===== src/rtl/sqc_pkg.sv =====
package sqc_pkg;
   typedef enum logic [0:0] {
      SQC_IDLE   = 1'b0,
      SQC_SETTLE = 1'b1
   } sqc_state_e;
endpackage


===== src/rtl/sqc_adder.sv =====
module sqc_adder #(
   parameter int SUM_W      = 16,
   parameter bit USE_RIPPLE = 1'b1
) (
   input  logic [SUM_W-1:0] a_i,
   input  logic [SUM_W-1:0] b_i,
   output logic [SUM_W-1:0] sum_o
);
   if (SUM_W < 2) begin : g_bad_width
      $error("sqc_adder: SUM_W must be at least 2");
   end

   if (USE_RIPPLE) begin : g_ripple
      logic [SUM_W-1:0] carry;
      assign carry[0] = 1'b0;
      for (genvar i = 0; i < SUM_W; i++) begin : g_bit
         assign sum_o[i] = a_i[i] ^ b_i[i] ^ carry[i];
         if (i < SUM_W - 1) begin : g_carry
            assign carry[i+1] = (a_i[i] & b_i[i]) | (carry[i] & (a_i[i] ^ b_i[i]));
         end
      end
   end else begin : g_behav
      assign sum_o = a_i + b_i;
   end
endmodule


===== src/rtl/sqc_ctrl.sv =====
module sqc_ctrl
   import sqc_pkg::*;
(
   input  logic clk,
   input  logic rst,
   input  logic inc_req_i,
   output logic ready_o,
   output logic accept_o,
   output logic settle_o
);
   sqc_state_e state_q;

   assign ready_o  = (state_q == SQC_IDLE);
   assign accept_o = ready_o & inc_req_i;
   assign settle_o = (state_q == SQC_SETTLE);

   always_ff @(posedge clk) begin
      if (rst) begin
         state_q <= SQC_IDLE;
      end else if (accept_o) begin
         state_q <= SQC_SETTLE;
      end else begin
         state_q <= SQC_IDLE;
      end
   end

   // busy for exactly one cycle after each acceptance
   a_r4_busy_one_cycle: assert property (@(posedge clk) disable iff (rst)
      accept_o |=> (!ready_o ##1 ready_o));
endmodule


===== src/rtl/sqc_counter.sv =====
module sqc_counter #(
   parameter int CNT_W = 8
) (
   input  logic             clk,
   input  logic             rst,
   input  logic             step_i,
   output logic [CNT_W-1:0] count_o,
   output logic             at_max_o,
   output logic             wrap_o
);
   localparam logic [CNT_W-1:0] MAX_VAL = {CNT_W{1'b1}};

   assign at_max_o = (count_o == MAX_VAL);

   always_ff @(posedge clk) begin
      if (rst) begin
         count_o <= '0;
         wrap_o  <= 1'b0;
      end else if (step_i) begin
         count_o <= count_o + 1'b1;
         if (at_max_o) begin
            wrap_o <= 1'b1;
         end
      end
   end

   // each accepted step moves the count by exactly one
   a_r2_step: assert property (@(posedge clk) disable iff (rst)
      (step_i && !at_max_o) |=> (count_o == $past(count_o) + 1'b1));
   // a wrap returns to zero and raises the flag
   a_r7_wrap_zero: assert property (@(posedge clk) disable iff (rst)
      (step_i && at_max_o) |=> (count_o == '0 && wrap_o));
   // the flag is sticky
   a_r7_sticky: assert property (@(posedge clk) disable iff (rst)
      wrap_o |=> wrap_o);
endmodule


===== src/rtl/run_square_counter.sv =====
module run_square_counter #(
   parameter int CNT_W      = 8,
   parameter bit USE_RIPPLE = 1'b1
) (
   input  logic               clk,
   input  logic               rst,
   input  logic               inc_req_i,
   output logic               ready_o,
   output logic [CNT_W-1:0]   count_o,
   output logic [2*CNT_W-1:0] square_o,
   output logic               wrap_o
);
   localparam int SQ_W = 2 * CNT_W;

   if (CNT_W < 2 || CNT_W > 32) begin : g_bad_cnt_w
      $error("run_square_counter: CNT_W must lie in 2..32");
   end

   logic            accept;
   logic            settle;
   logic            at_max;
   logic [SQ_W-1:0] count_ext;
   logic [SQ_W-1:0] sum;
   logic [SQ_W-1:0] square_q;

   sqc_ctrl u_ctrl (
      .clk      (clk),
      .rst      (rst),
      .inc_req_i(inc_req_i),
      .ready_o  (ready_o),
      .accept_o (accept),
      .settle_o (settle)
   );

   sqc_counter #(.CNT_W(CNT_W)) u_counter (
      .clk     (clk),
      .rst     (rst),
      .step_i  (accept),
      .count_o (count_o),
      .at_max_o(at_max),
      .wrap_o  (wrap_o)
   );

   // Shared adder: the square plus whatever count is held this cycle
   // (old n in the accepting cycle, new n in the settle cycle).
   assign count_ext = {{CNT_W{1'b0}}, count_o};

   sqc_adder #(.SUM_W(SQ_W), .USE_RIPPLE(USE_RIPPLE)) u_adder (
      .a_i  (square_q),
      .b_i  (count_ext),
      .sum_o(sum)
   );

   always_ff @(posedge clk) begin
      if (rst) begin
         square_q <= '0;
      end else if (accept && at_max) begin
         square_q <= '0;
      end else if (accept || settle) begin
         square_q <= sum;
      end
   end

   assign square_o = square_q;

   // reset state
   a_r1_reset: assert property (@(posedge clk)
      rst |=> (count_o == '0 && square_o == '0 && !wrap_o && ready_o));
   // first addition uses the old count
   a_r3_partial: assert property (@(posedge clk) disable iff (rst)
      (accept && !at_max) |=> (square_o == $past(square_o) + $past(count_ext)));
   // consistent whenever idle
   a_r5_square_done: assert property (@(posedge clk) disable iff (rst)
      settle |=> (square_o == count_ext * count_ext));
   // no request, no change
   a_r6_hold: assert property (@(posedge clk) disable iff (rst)
      (ready_o && !inc_req_i) |=> ($stable(count_o) && $stable(square_o)));
endmodule


===== config.mk =====
export PLATFORM = sky130hd
export DESIGN_NAME = run_square_counter
export DESIGN_NICKNAME = d
export VERILOG_FILES = /design/src/rtl/sqc_pkg.sv /design/src/rtl/sqc_adder.sv /design/src/rtl/sqc_ctrl.sv /design/src/rtl/sqc_counter.sv /design/src/rtl/run_square_counter.sv
export SDC_FILE = /design/constraint.sdc
export NUM_CORES = 1
export LEC_CHECK = 0
export ABC_AREA = 1
export BUFFER_PORTS_ARGS = -buffer_cell sky130_fd_sc_hd__buf_2
export CORE_ASPECT_RATIO = 0.8
export CORE_UTILIZATION = 40
export CTS_CLUSTER_DIAMETER = 30
export DETAILED_ROUTE_END_ITERATION = 8
export MAX_ROUTING_LAYER = met4
export PLACE_DENSITY = 0.6
export SYNTH_ARGS = -nofsm -noshare
export SYNTH_HDL_FRONTEND = slang
export SYNTH_SLANG_ARGS = --single-unit
export TNS_END_PERCENT = 20

===== constraint.sdc =====
create_clock -name clk -period 5.55 [get_ports clk]
set_clock_uncertainty 0.1 [all_clocks]
set_input_delay 0.2775 -clock clk [delete_from_list [all_inputs] [get_ports clk]]
set_output_delay 0.2775 -clock clk [all_outputs]
set_load 0.02 [all_outputs]

== Word-level counts from Yosys, hierarchy flattened ==
Cells that the tools add are included.

* Bits in registers: 26
* Bits of input ports: 3
* Output and inout port bits: 26
* Word-level logic and storage cells: 65

* Add/sub/neg operators: 1
* Equal/unequal tests: 1
* Muxes and demuxes: 1
* Bitwise gates (word level): 54
* Reductions and logical operators: 4

{| class="wikitable"
|+ Operator list
! operator !! count
|-
| $and 1x1->1 || 23
|-
| $xor 1x1->1 || 23
|-
| $add 8x1->8 const B || 1
|-
| $eq 8x8->1 const B || 1
|-
| $or 1x1->1 || 7
|-
| $reduce_and 2->1 || 1
|-
| $reduce_or 2->1 || 1
|-
| $logic_and 1x1->1 || 1
|-
| $logic_or 1x1->1 || 1
|-
| $mux 1 || 1
|-
| $not 1->1 || 1
|}

== Logic depth before layout (Yosys ltp) ==
Gate-level depths: netlist of the first run.

* Depth in word-level cells: 23
* Depth in mapped cells: 20
* Mapped depth without buffers: 20

== Hierarchy ==
From an unflattened synthesis of the first run, not the netlist that was laid out.

* Cells, all modules: 201
* Area, all modules: 1517.7 um2

{| class="wikitable"
|+ Modules (own cells, without submodules)
! module !! instances !! cells an instance !! area each (um2) !! seq. area each (um2)
|-
| run_square_counter || 1 || 103 || 694.4 || 320.3
|-
| sqc_counter || 1 || 63 || 431.7 || 180.2
|-
| sqc_adder || 1 || 30 || 351.6 || 0.0
|-
| sqc_ctrl || 1 || 5 || 40.0 || 20.0
|}

== Worst setup path after synthesis of the first run ==
Ideal clock, no wire load.

* Path kind: register to register
* Start point: register u_counter.count_o[0]
* End point: register square_q[14], in the netlist square_o[14]
* Library setup time: 115 ps
* Arrival: 4561 ps
* Required time: 5335 ps
* Path slack: 774 ps
* Stages on the path, launching flop included: 20
* Path buffers: 0
* Period minus slack after synthesis: 4776 ps
* Cell sequence: dfxtp_1 ha_1 inv_1 fa_1 inv_1 fa_1 fa_1 fa_1 fa_1 fa_1 fa_1 ha_1 ha_1 ha_1 ha_1 ha_1 ha_1 ha_1 a21oi_1 nor2_1

* Cells in the longest elaborated chain, start to end: 22
* Elaborated cells between the ends (all ways): 25
* Classes of those cells: 1 x eq/ne; 22 x bitwise; 2 x reduce/logical

{| class="wikitable"
|+ Ends and longest elaborated chain
! what !! line !! source
|-
| from (decl) || sqc_counter.sv:7 || <nowiki>output logic [CNT_W-1:0] count_o,</nowiki>
|-
| from (signal assigned) || sqc_counter.sv:20 || <nowiki>count_o <= count_o + 1'b1;</nowiki>
|-
| $and 1x1->1 (2 in a row) || sqc_adder.sv:19 || <nowiki>assign carry[i+1] = (a_i[i] & b_i[i]) | (carry[i] & (a_i[i] ^ b_i[i]));</nowiki>
|-
| $or 1x1->1 || sqc_adder.sv:19 ||
|-
| $and 1x1->1 || sqc_adder.sv:19 ||
|-
| $or 1x1->1 || sqc_adder.sv:19 ||
|-
| $and 1x1->1 || sqc_adder.sv:19 ||
|-
| $or 1x1->1 || sqc_adder.sv:19 ||
|-
| $and 1x1->1 || sqc_adder.sv:19 ||
|-
| $or 1x1->1 || sqc_adder.sv:19 ||
|-
| $and 1x1->1 || sqc_adder.sv:19 ||
|-
| $or 1x1->1 || sqc_adder.sv:19 ||
|-
| $and 1x1->1 || sqc_adder.sv:19 ||
|-
| $or 1x1->1 || sqc_adder.sv:19 ||
|-
| $and 1x1->1 || sqc_adder.sv:19 ||
|-
| $or 1x1->1 || sqc_adder.sv:19 ||
|-
| $and 1x1->1 (6 in a row) || sqc_adder.sv:19 ||
|-
| $xor 1x1->1 || sqc_adder.sv:17 || <nowiki>assign sum_o[i] = a_i[i] ^ b_i[i] ^ carry[i];</nowiki>
|-
| net sum[14] || run_square_counter.sv:23 || <nowiki>logic [SQ_W-1:0] sum;</nowiki>
|-
| to (signal assigned) || run_square_counter.sv:60 || <nowiki>square_q <= sum;</nowiki>
|-
| to (decl) || run_square_counter.sv:24 || <nowiki>logic [SQ_W-1:0] square_q;</nowiki>
|}

The timed path passes the listed nets, and every way through them passes these cells.
A chain may end at the register's enable or synchronous reset.

== Worst setup path after layout of the first run ==
Same ends and word-level chain as after synthesis.

==> results of run 1 <==
stage by stage:
step / instance area (um2) / worst slack (ps) / instances
after floorplan: 1350 / 774 / 169
after global placement: 1510 / 739 / 233
after detailed placement: 1510 / 638 / 233
after global routing: 1550 / 368 / 236
final: 1550 / 679 / 236
after CTS: 1550 / 626 / 236
cell families after synthesis:
kind of cell	count (synthesis)
AO/OA/AOI/OAI	23
XOR/XNOR	1
adder cells (fa/ha/maj)	16
buffers and inverters	31
flip-flops	26
AND/OR/NAND/NOR	72
cell usage in the layout (no fill, tap or decap):
cell type | netlist | routed
nor2_1 | 44 | 44
buf_2 | 2 | 28
dfxtp_1 | 26 | 26
inv_1 | 25 | 25
a21oi_1 | 21 | 21
nand2_1 | 17 | 17
ha_1 | 9 | 9
fa_1 | 7 | 7
nand3_1 | 3 | 3
clkbuf_8 | 0 | 3
inv_2 | 2 | 2
nor2_2 | 2 | 2
o21ai_0 | 2 | 2
nand2_2 | 1 | 1
nor2_4 | 1 | 1
nand3b_4 | 1 | 1
nand2_4 | 1 | 1
nor3_1 | 1 | 1
nor3b_1 | 1 | 1
xor2_1 | 1 | 1
critical path: stages (launching register included):
cell     delay, ps
dfxtp_1        360
ha_1           200
inv_1           60
fa_1           150
inv_1           50
fa_1           370
fa_1           380
fa_1           390
fa_1           390
fa_1           390
fa_1           390
ha_1           200
ha_1           180
ha_1           170
ha_1           180
ha_1           180
ha_1           180
ha_1           270
a21oi_1        130
nor2_1          60
sequential cells by signal, summed over array words and instances (netlist names):
register           cells
square_o              16
u_counter.count_o      8
u_counter.wrap_o       1
u_ctrl.settle_o        1
cell type report:
| type | instances | area, um2 |
|---|---|---|
| fill | 336 | 1610 |
| multi-input combinational | 112 | 694 |
| sequential | 26 | 520 |
| timing repair buffer | 28 | 140 |
| inverter | 27 | 101 |
| tap | 40 | 50.0 |
| clock buffer | 3 | 41.3 |
worst min-delay path by stage:
stage,start,endpoint,cells after the start
floorplan,rst,u_counter.wrap_o$_SDFFE_PP0P_,1
global placement,u_counter.wrap_o$_SDFFE_PP0P_,u_counter.wrap_o$_SDFFE_PP0P_,2
detailed placement,u_counter.wrap_o$_SDFFE_PP0P_,u_counter.wrap_o$_SDFFE_PP0P_,2
CTS,rst,u_ctrl.settle_o$_SDFF_PP0_,2
global route,rst,u_counter.wrap_o$_SDFFE_PP0P_,2
finish,rst,u_ctrl.settle_o$_SDFF_PP0_,2
per-layer routing:
layer	routed length, um	up-vias	GRT usage	share of wire
met5	0	-	-	0
met4	19	0	0.0426	0.0081
met3	103	2	0.0508	0.044
met2	1060	18	0.232	0.45
met1	1180	481	0.199	0.50
li1	-	574	-	-
report_power, final:
part	internal [W]	switching, W	leakage [nW]
clock network	0.0000486	0.0000563	0.0216
logic	0.00000938	0.0000220	0.528
registers	0.000190	0.00000322	0.210
total	0.000248	0.0000815	0.760
==> impl_metrics.ini, run 1 <==
[run_status]
status = finished, final reports clean

[timing]
max_freq_mhz = 205
setup_tns_ps = 0
setup_viol = 0
holdWs_ps = 114
slew_violations = 0
max_slew_margin = 0.414
finalHoldViolations = 0
worstMarginPinSlew_ps = 877
finalCriticalPeriod_ps = 4870
rsz0062_at_grt = false
period_share = 0.878

[cells_and_area]
num_antenna_cells = 0
syn_to_final_growth_pct = 15.1
finalNetCount = 217
drive_gt1_frac = 0.199
final_util = 0.491

[clock_network]
cts-root-buf = clkbuf_8
holdBufCountCts = 0
clk_pin_slew_ps = 90
post_cts_buffers = 0
cts_buffers = 3
clk_path_buf_depth = 2
cts_tree = built
ctsResizeCount = 0
cts.sinks = 26
clkLatencyLatePin_ps = 270
htree_levels = 1

[critical_path]
critPathLaunch = u_counter.count_o[0]$_SDFFE_PP0P_
regToRegEndpoint = square_o[14]$_SDFFE_PP0P_
crit_end = square_o[14]$_SDFFE_PP0P_
worstPathArrival_ps = 4940
r2r-start = u_counter.count_o[0]$_SDFFE_PP0P_
crit_path_end_kind = flop
worst_ep_required_time_ps = 5620
critPathMaxFanout = 5
cp-start-kind = flop
critical_path_class = reg -> reg
reg2reg_depth = 19
rrSetupSlack_ps = 680

[job]
cap_violations = 0

[power]
ir_worst_vdd_mv = 0.125
power_w = 0.000330
power_density_nw_per_um2 = 213
p_leak_nw = 0.760

[grt]
grt_start_max_net_pins = 31
grt_pass1_wl_um = 3970
gr-total-overflow = 0
antenna_found_initial = 0
grt_use_total = 0.154
grt_pass1_vias = 904

[yosys]
synth_xor_area_frac = 0.00651
synthAdderAreaFrac = 0.188
synth_top_family_by_area = simple AND/OR/NAND/NOR gates
synth.top_cells.by_area = dfxtp_1, nor2_1, fa_1
seq_area_frac_synth = 0.387
synth.net_count = 188
synthFlopType = dfxtp_1
synthArstFlopShare = 0
synth_warnings = 0
yosys.area.top_type_share = 0.387
synth_largest_area_cell = dfxtp_1
syn_inst = 169
avgSynthCellArea_um2 = 7.96
synth_mux_area_frac = 0
synth_compound_area_frac = 0.0856
synthesis.area_um2 = 1350
synthTopCellsByCount = nor2_1, dfxtp_1, inv_1
synth.most_common_cell = nor2_1
ys_types = 21
synth_edf_count = 0
synthSimpleGateAreaFrac = 0.236
ys_ff_latch = 26

[routing]
post_drt_wl_per_cell_um = 9.99
wl_um = 2360
drt_pass1_iterations = 4
via_per_inst = 4.56
drtIter0Drc = 42
drc_errors = 0
vias = 1075
ant_nets = 0

[place]
dp_hpwl_um = 1860
portBuffers = 28
gp_congestion = 0.726

[floorplan]
ios = 29
die_area_um2 = 3600
die_y_um = 53.9
dieWidth_um = 66.8
core-area_um2 = 3150
start_util = 0.427
num_rows = 18

[worst_hold_path]
hold_class = in -> reg
Power figures use the tool's default switching activity.
==> run 2, diff against run 1 <==
--- a/config.mk
+++ b/config.mk
@@ -7,12 +7,14 @@
 export LEC_CHECK = 0
 export ABC_AREA = 1
 export BUFFER_PORTS_ARGS = -buffer_cell sky130_fd_sc_hd__buf_2
+export CELL_PAD_IN_SITES_DETAIL_PLACEMENT = 0
+export CELL_PAD_IN_SITES_GLOBAL_PLACEMENT = 1
 export CORE_ASPECT_RATIO = 0.8
-export CORE_UTILIZATION = 40
+export CORE_UTILIZATION = 38
 export CTS_CLUSTER_DIAMETER = 30
 export DETAILED_ROUTE_END_ITERATION = 8
 export MAX_ROUTING_LAYER = met4
-export PLACE_DENSITY = 0.6
+export PLACE_DENSITY = 0.75
 export SYNTH_ARGS = -nofsm -noshare
 export SYNTH_HDL_FRONTEND = slang
 export SYNTH_SLANG_ARGS = --single-unit
==> impl_metrics.ini, run 2 (synthesis gave the netlist of run 1 again) <==
[run_status]
status = finished, final reports clean

[timing]
max_freq_mhz = 205
slew_violations = 0
setup_tns_ps = 0
period_share = 0.880
worstMarginPinSlew_ps = 933
finalHoldViolations = 0
setup_viol = 0
holdWs_ps = 98.5
finalCriticalPeriod_ps = 4880
max_slew_margin = 0.376
rsz0062_at_grt = false

[cells_and_area]
num-fill-cells = 349
num_antenna_cells = 0
drive_gt1_frac = 0.203
syn_to_final_growth_pct = 16.1
multiInputGateArea_um2 = 694
largest_register_ffs = 16
layout_commonest_cell = nor2_1
final_cell_mix = nor2_1, buf_2, dfxtp_1, inv_1, a21oi_1
finalNetCount = 217
seqCellArea_um2 = 520

[job]
cap_violations = 0

[clock_network]
cts.sinks = 26
clkLatencyLatePin_ps = 270
htree_levels = 1
clk_pin_slew_ps = 90
cts-root-buf = clkbuf_8
post_cts_buffers = 0
cts_buffers = 3
clk_path_buf_depth = 2
holdBufCountCts = 0
cts_tree = built
ctsResizeCount = 0

[worst_hold_path]
hold_class = in -> reg

[place]
portBuffers = 28
gp_congestion = 0.754
dp_hpwl_um = 1890

[floorplan]
dieWidth_um = 68.5
start_util = 0.418
die_y_um = 55.2
ios = 29
die_area_um2 = 3780
core-area_um2 = 3220
num_rows = 18

[grt]
grt_start_max_net_pins = 31
grt_use_total = 0.154
antenna_found_initial = 0
gr-total-overflow = 0
grt_pass1_wl_um = 4240
grt_pass1_vias = 955

[routing]
met1Wirelength_um = 1210
vias = 1080
highest_layer = met4
drtIter0Drc = 31
drc_errors = 0
post_drt_wl_per_cell_um = 10.5
ant_nets = 0
wl_um = 2480
wl_met2_um = 1090
met3RoutedLength_um = 126
drt_pass1_iterations = 4
via_per_inst = 4.56

[power]
p_leak_nw = 0.767
power_density_nw_per_um2 = 222
ir_worst_vdd_mv = 0.126

[critical_path]
critPathMaxFanout = 5
cp-start-kind = flop
critical_path_class = reg -> reg
worstPathArrival_ps = 4950
worst_ep_required_time_ps = 5620
crit_path_end_kind = flop
==> run 2: critical path, cell delays in order, from the launching register on <==
cell and delay, ps:
dfxtp_1 360, ha_1 210, inv_1 60, fa_1 150, inv_1 50, fa_1 370
fa_1 380, fa_1 390, fa_1 390, fa_1 390, fa_1 370, ha_1 200
ha_1 180, ha_1 180, ha_1 180, ha_1 180, ha_1 180, ha_1 170
nand2_1 70, xor2_1 170, nor2_1 60
==> run 2: power breakdown <==
part | leakage [nW] | internal (W) | switching, W
clock network | 0.0288 | 0.0000634 | 0.0000580
logic | 0.528 | 0.00000947 | 0.0000225
registers | 0.210 | 0.000190 | 0.00000306
total | 0.767 | 0.000263 | 0.0000836
==> run 2: metal layers <==
layer | track usage | vias up
li1 | - | 572
met1 | 0.210 | 479
met2 | 0.209 | 24
met3 | 0.0496 | 5
met4 | 0.0625 | 0
met5 | - | -
==> run 2: layout make-up <==
type / instances / area share
well taps: 40 / 0.0321
flip-flops and latches: 26 / 0.333
repair buffers: 28 / 0.0897
multi-input cells: 112 / 0.445
clock buffers: 4 / 0.0353
inverters: 27 / 0.0649
==> run 2: worst paths after layout <==
path / from / slack, ps / to / cells after the start
setup / recovery: u_counter.count_o[0]$_SDFFE_PP0P_ / 670 / square_o[15]$_SDFFE_PP0P_ / 20
hold reg to reg: u_counter.wrap_o$_SDFFE_PP0P_ / 350 / u_counter.wrap_o$_SDFFE_PP0P_ / 2
hold / removal: rst / 100 / u_ctrl.settle_o$_SDFF_PP0_ / 2
setup reg to reg: u_counter.count_o[0]$_SDFFE_PP0P_ / 670 / square_o[15]$_SDFFE_PP0P_ / 20
==> run 2: stage by stage <==
step | util | area (um2) | worst slack, ps | cells | total power (W)
final | 0.485 | 1560 | 666 | 237 | 0.000347
after global routing | 0.485 | 1560 | 456 | 237 | 0.000366
after CTS | 0.485 | 1560 | 638 | 237 | 0.000354
after detailed placement | 0.468 | 1510 | 653 | 233 | 0.000230
after global placement | 0.468 | 1510 | 713 | 233 | 0.000229
after floorplan | - | 1350 | 774 | 169 | 0.000222
==> run 3, diff against run 2 <==
--- a/config.mk
+++ b/config.mk
@@ -15,6 +15,8 @@
 export DETAILED_ROUTE_END_ITERATION = 8
 export MAX_ROUTING_LAYER = met4
 export PLACE_DENSITY = 0.75
+export REMOVE_ABC_BUFFERS = 1
+export SETUP_SLACK_MARGIN = 0.1
 export SYNTH_ARGS = -nofsm -noshare
 export SYNTH_HDL_FRONTEND = slang
 export SYNTH_SLANG_ARGS = --single-unit
==> impl_metrics.ini, run 3 (synthesis gave the netlist of run 1 again) <==
[run_status]
status = finished, final reports clean

[routing]
drc_errors = 0
via_per_inst = 4.51
ant_nets = 0
vias = 1070
wl_um = 2400
drt_pass1_iterations = 4
post_drt_wl_per_cell_um = 10.1
drtIter0Drc = 51

[grt]
grt_pass1_vias = 936
gr-total-overflow = 0
grt_use_total = 0.145
grt_pass1_wl_um = 4040
grt_start_max_net_pins = 31
antenna_found_initial = 0

[cells_and_area]
final_cells = 237
syn_to_final_growth_pct = 16.1
final_cell_mix = nor2_1, buf_2, dfxtp_1, inv_1, a21oi_1
final_util = 0.485
drive_gt1_frac = 0.203
finalNetCount = 217
layout_commonest_cell = nor2_1
largest_register_ffs = 16
num_antenna_cells = 0

[timing]
setup_viol = 0
finalHoldViolations = 0
slew_violations = 0
worstMarginPinSlew_ps = 902
period_share = 0.877
rsz0062_at_grt = false
max_freq_mhz = 206
max_slew_margin = 0.397
setup_tns_ps = 0
finalCriticalPeriod_ps = 4860

[floorplan]
die_y_um = 55.2
start_util = 0.418
die_area_um2 = 3780
num_rows = 18
core-area_um2 = 3220
ios = 29
dieWidth_um = 68.5

[place]
dp_hpwl_um = 1870
placed_cells = 233
gp_congestion = 0.752
portBuffers = 28

[critical_path]
worst_ep_required_time_ps = 5620
r2r-start = u_counter.count_o[0]$_SDFFE_PP0P_
critPathMaxFanout = 5
cp-start-kind = flop
regToRegEndpoint = square_o[14]$_SDFFE_PP0P_
reg2reg_depth = 19
rrSetupSlack_ps = 690
critical_path_class = reg -> reg
critPathLaunch = u_counter.count_o[0]$_SDFFE_PP0P_
crit_path_end_kind = flop
worstPathArrival_ps = 4930

[clock_network]
clk_pin_slew_ps = 90
htree_levels = 1
clkLatencyLatePin_ps = 270
ctsResizeCount = 0
cts_buffers = 3
cts_tree = built
clk_path_buf_depth = 2
post_cts_buffers = 0
cts-root-buf = clkbuf_8
holdBufCountCts = 0
cts.sinks = 26

[power]
power_density_nw_per_um2 = 222
power_w = 0.000346
ir_worst_vdd_mv = 0.101
p_leak_nw = 0.767

[worst_hold_path]
hold_path_end = u_counter.wrap_o$_SDFFE_PP0P_
hold_start = rst
hold_class = in -> reg
hold_depth = 2

[job]
cap_violations = 0
## run 3: worst max-delay path, stage by stage (launching register included)
cell and delay, ps:
dfxtp_1 360, ha_1 210, inv_1 60, fa_1 150
inv_1 50, fa_1 370, fa_1 380, fa_1 380
fa_1 380, fa_1 390, fa_1 370, ha_1 190
ha_1 190, ha_1 180, ha_1 180, ha_1 190
ha_1 180, ha_1 270, a21oi_1 120, nor2_1 60
## run 3: how the worst max path moves through the flow
stage / endpoint / slack [ps] / cells after the start
2_1_floorplan: square_o[15]$_SDFFE_PP0P_ / 760 / 20
3_3_place_gp: square_o[14]$_SDFFE_PP0P_ / 720 / 19
3_5_place_dp: square_o[14]$_SDFFE_PP0P_ / 660 / 19
4_1_cts: square_o[14]$_SDFFE_PP0P_ / 650 / 19
5_1_grt: square_o[15]$_SDFFE_PP0P_ / 440 / 20
6_report: square_o[14]$_SDFFE_PP0P_ / 690 / 19
## run 3: cell type report
type / count / area (um2)
sequential: 26 / 520
tap: 40 / 50.0
fill: 342 / 1660
timing repair buffer: 28 / 140
inverter: 27 / 101
multi-input combinational: 112 / 694
clock buffer: 4 / 55.1
## run 3: report_power, final
part | internal [W] | total (W) | switching [W]
logic | 0.00000929 | 0.0000313 | 0.0000220
registers | 0.000190 | 0.000193 | 0.00000322
clock network | 0.0000634 | 0.000121 | 0.0000580
## run 3: through the flow
step	hold slack (ps)	worst slack [ps]	cell area, um2
6_report	103	685	1560
3_5_place_dp	337	660	1510
3_3_place_gp	334	722	1510
5_1_grt	113	440	1560
4_1_cts	95.0	650	1560
2_1_floorplan	247	761	1320
## run 3: routing by layer
metal | wire (um) | vias to the layer above | part of all wire | GRT usage
li1 | - | 571 | - | -
met1 | 1240 | 475 | 0.52 | 0.190
met2 | 1010 | 20 | 0.42 | 0.213
met3 | 128 | 4 | 0.053 | 0.0537
met4 | 21 | 0 | 0.0088 | 0.0268
met5 | 0 | - | 0 | -
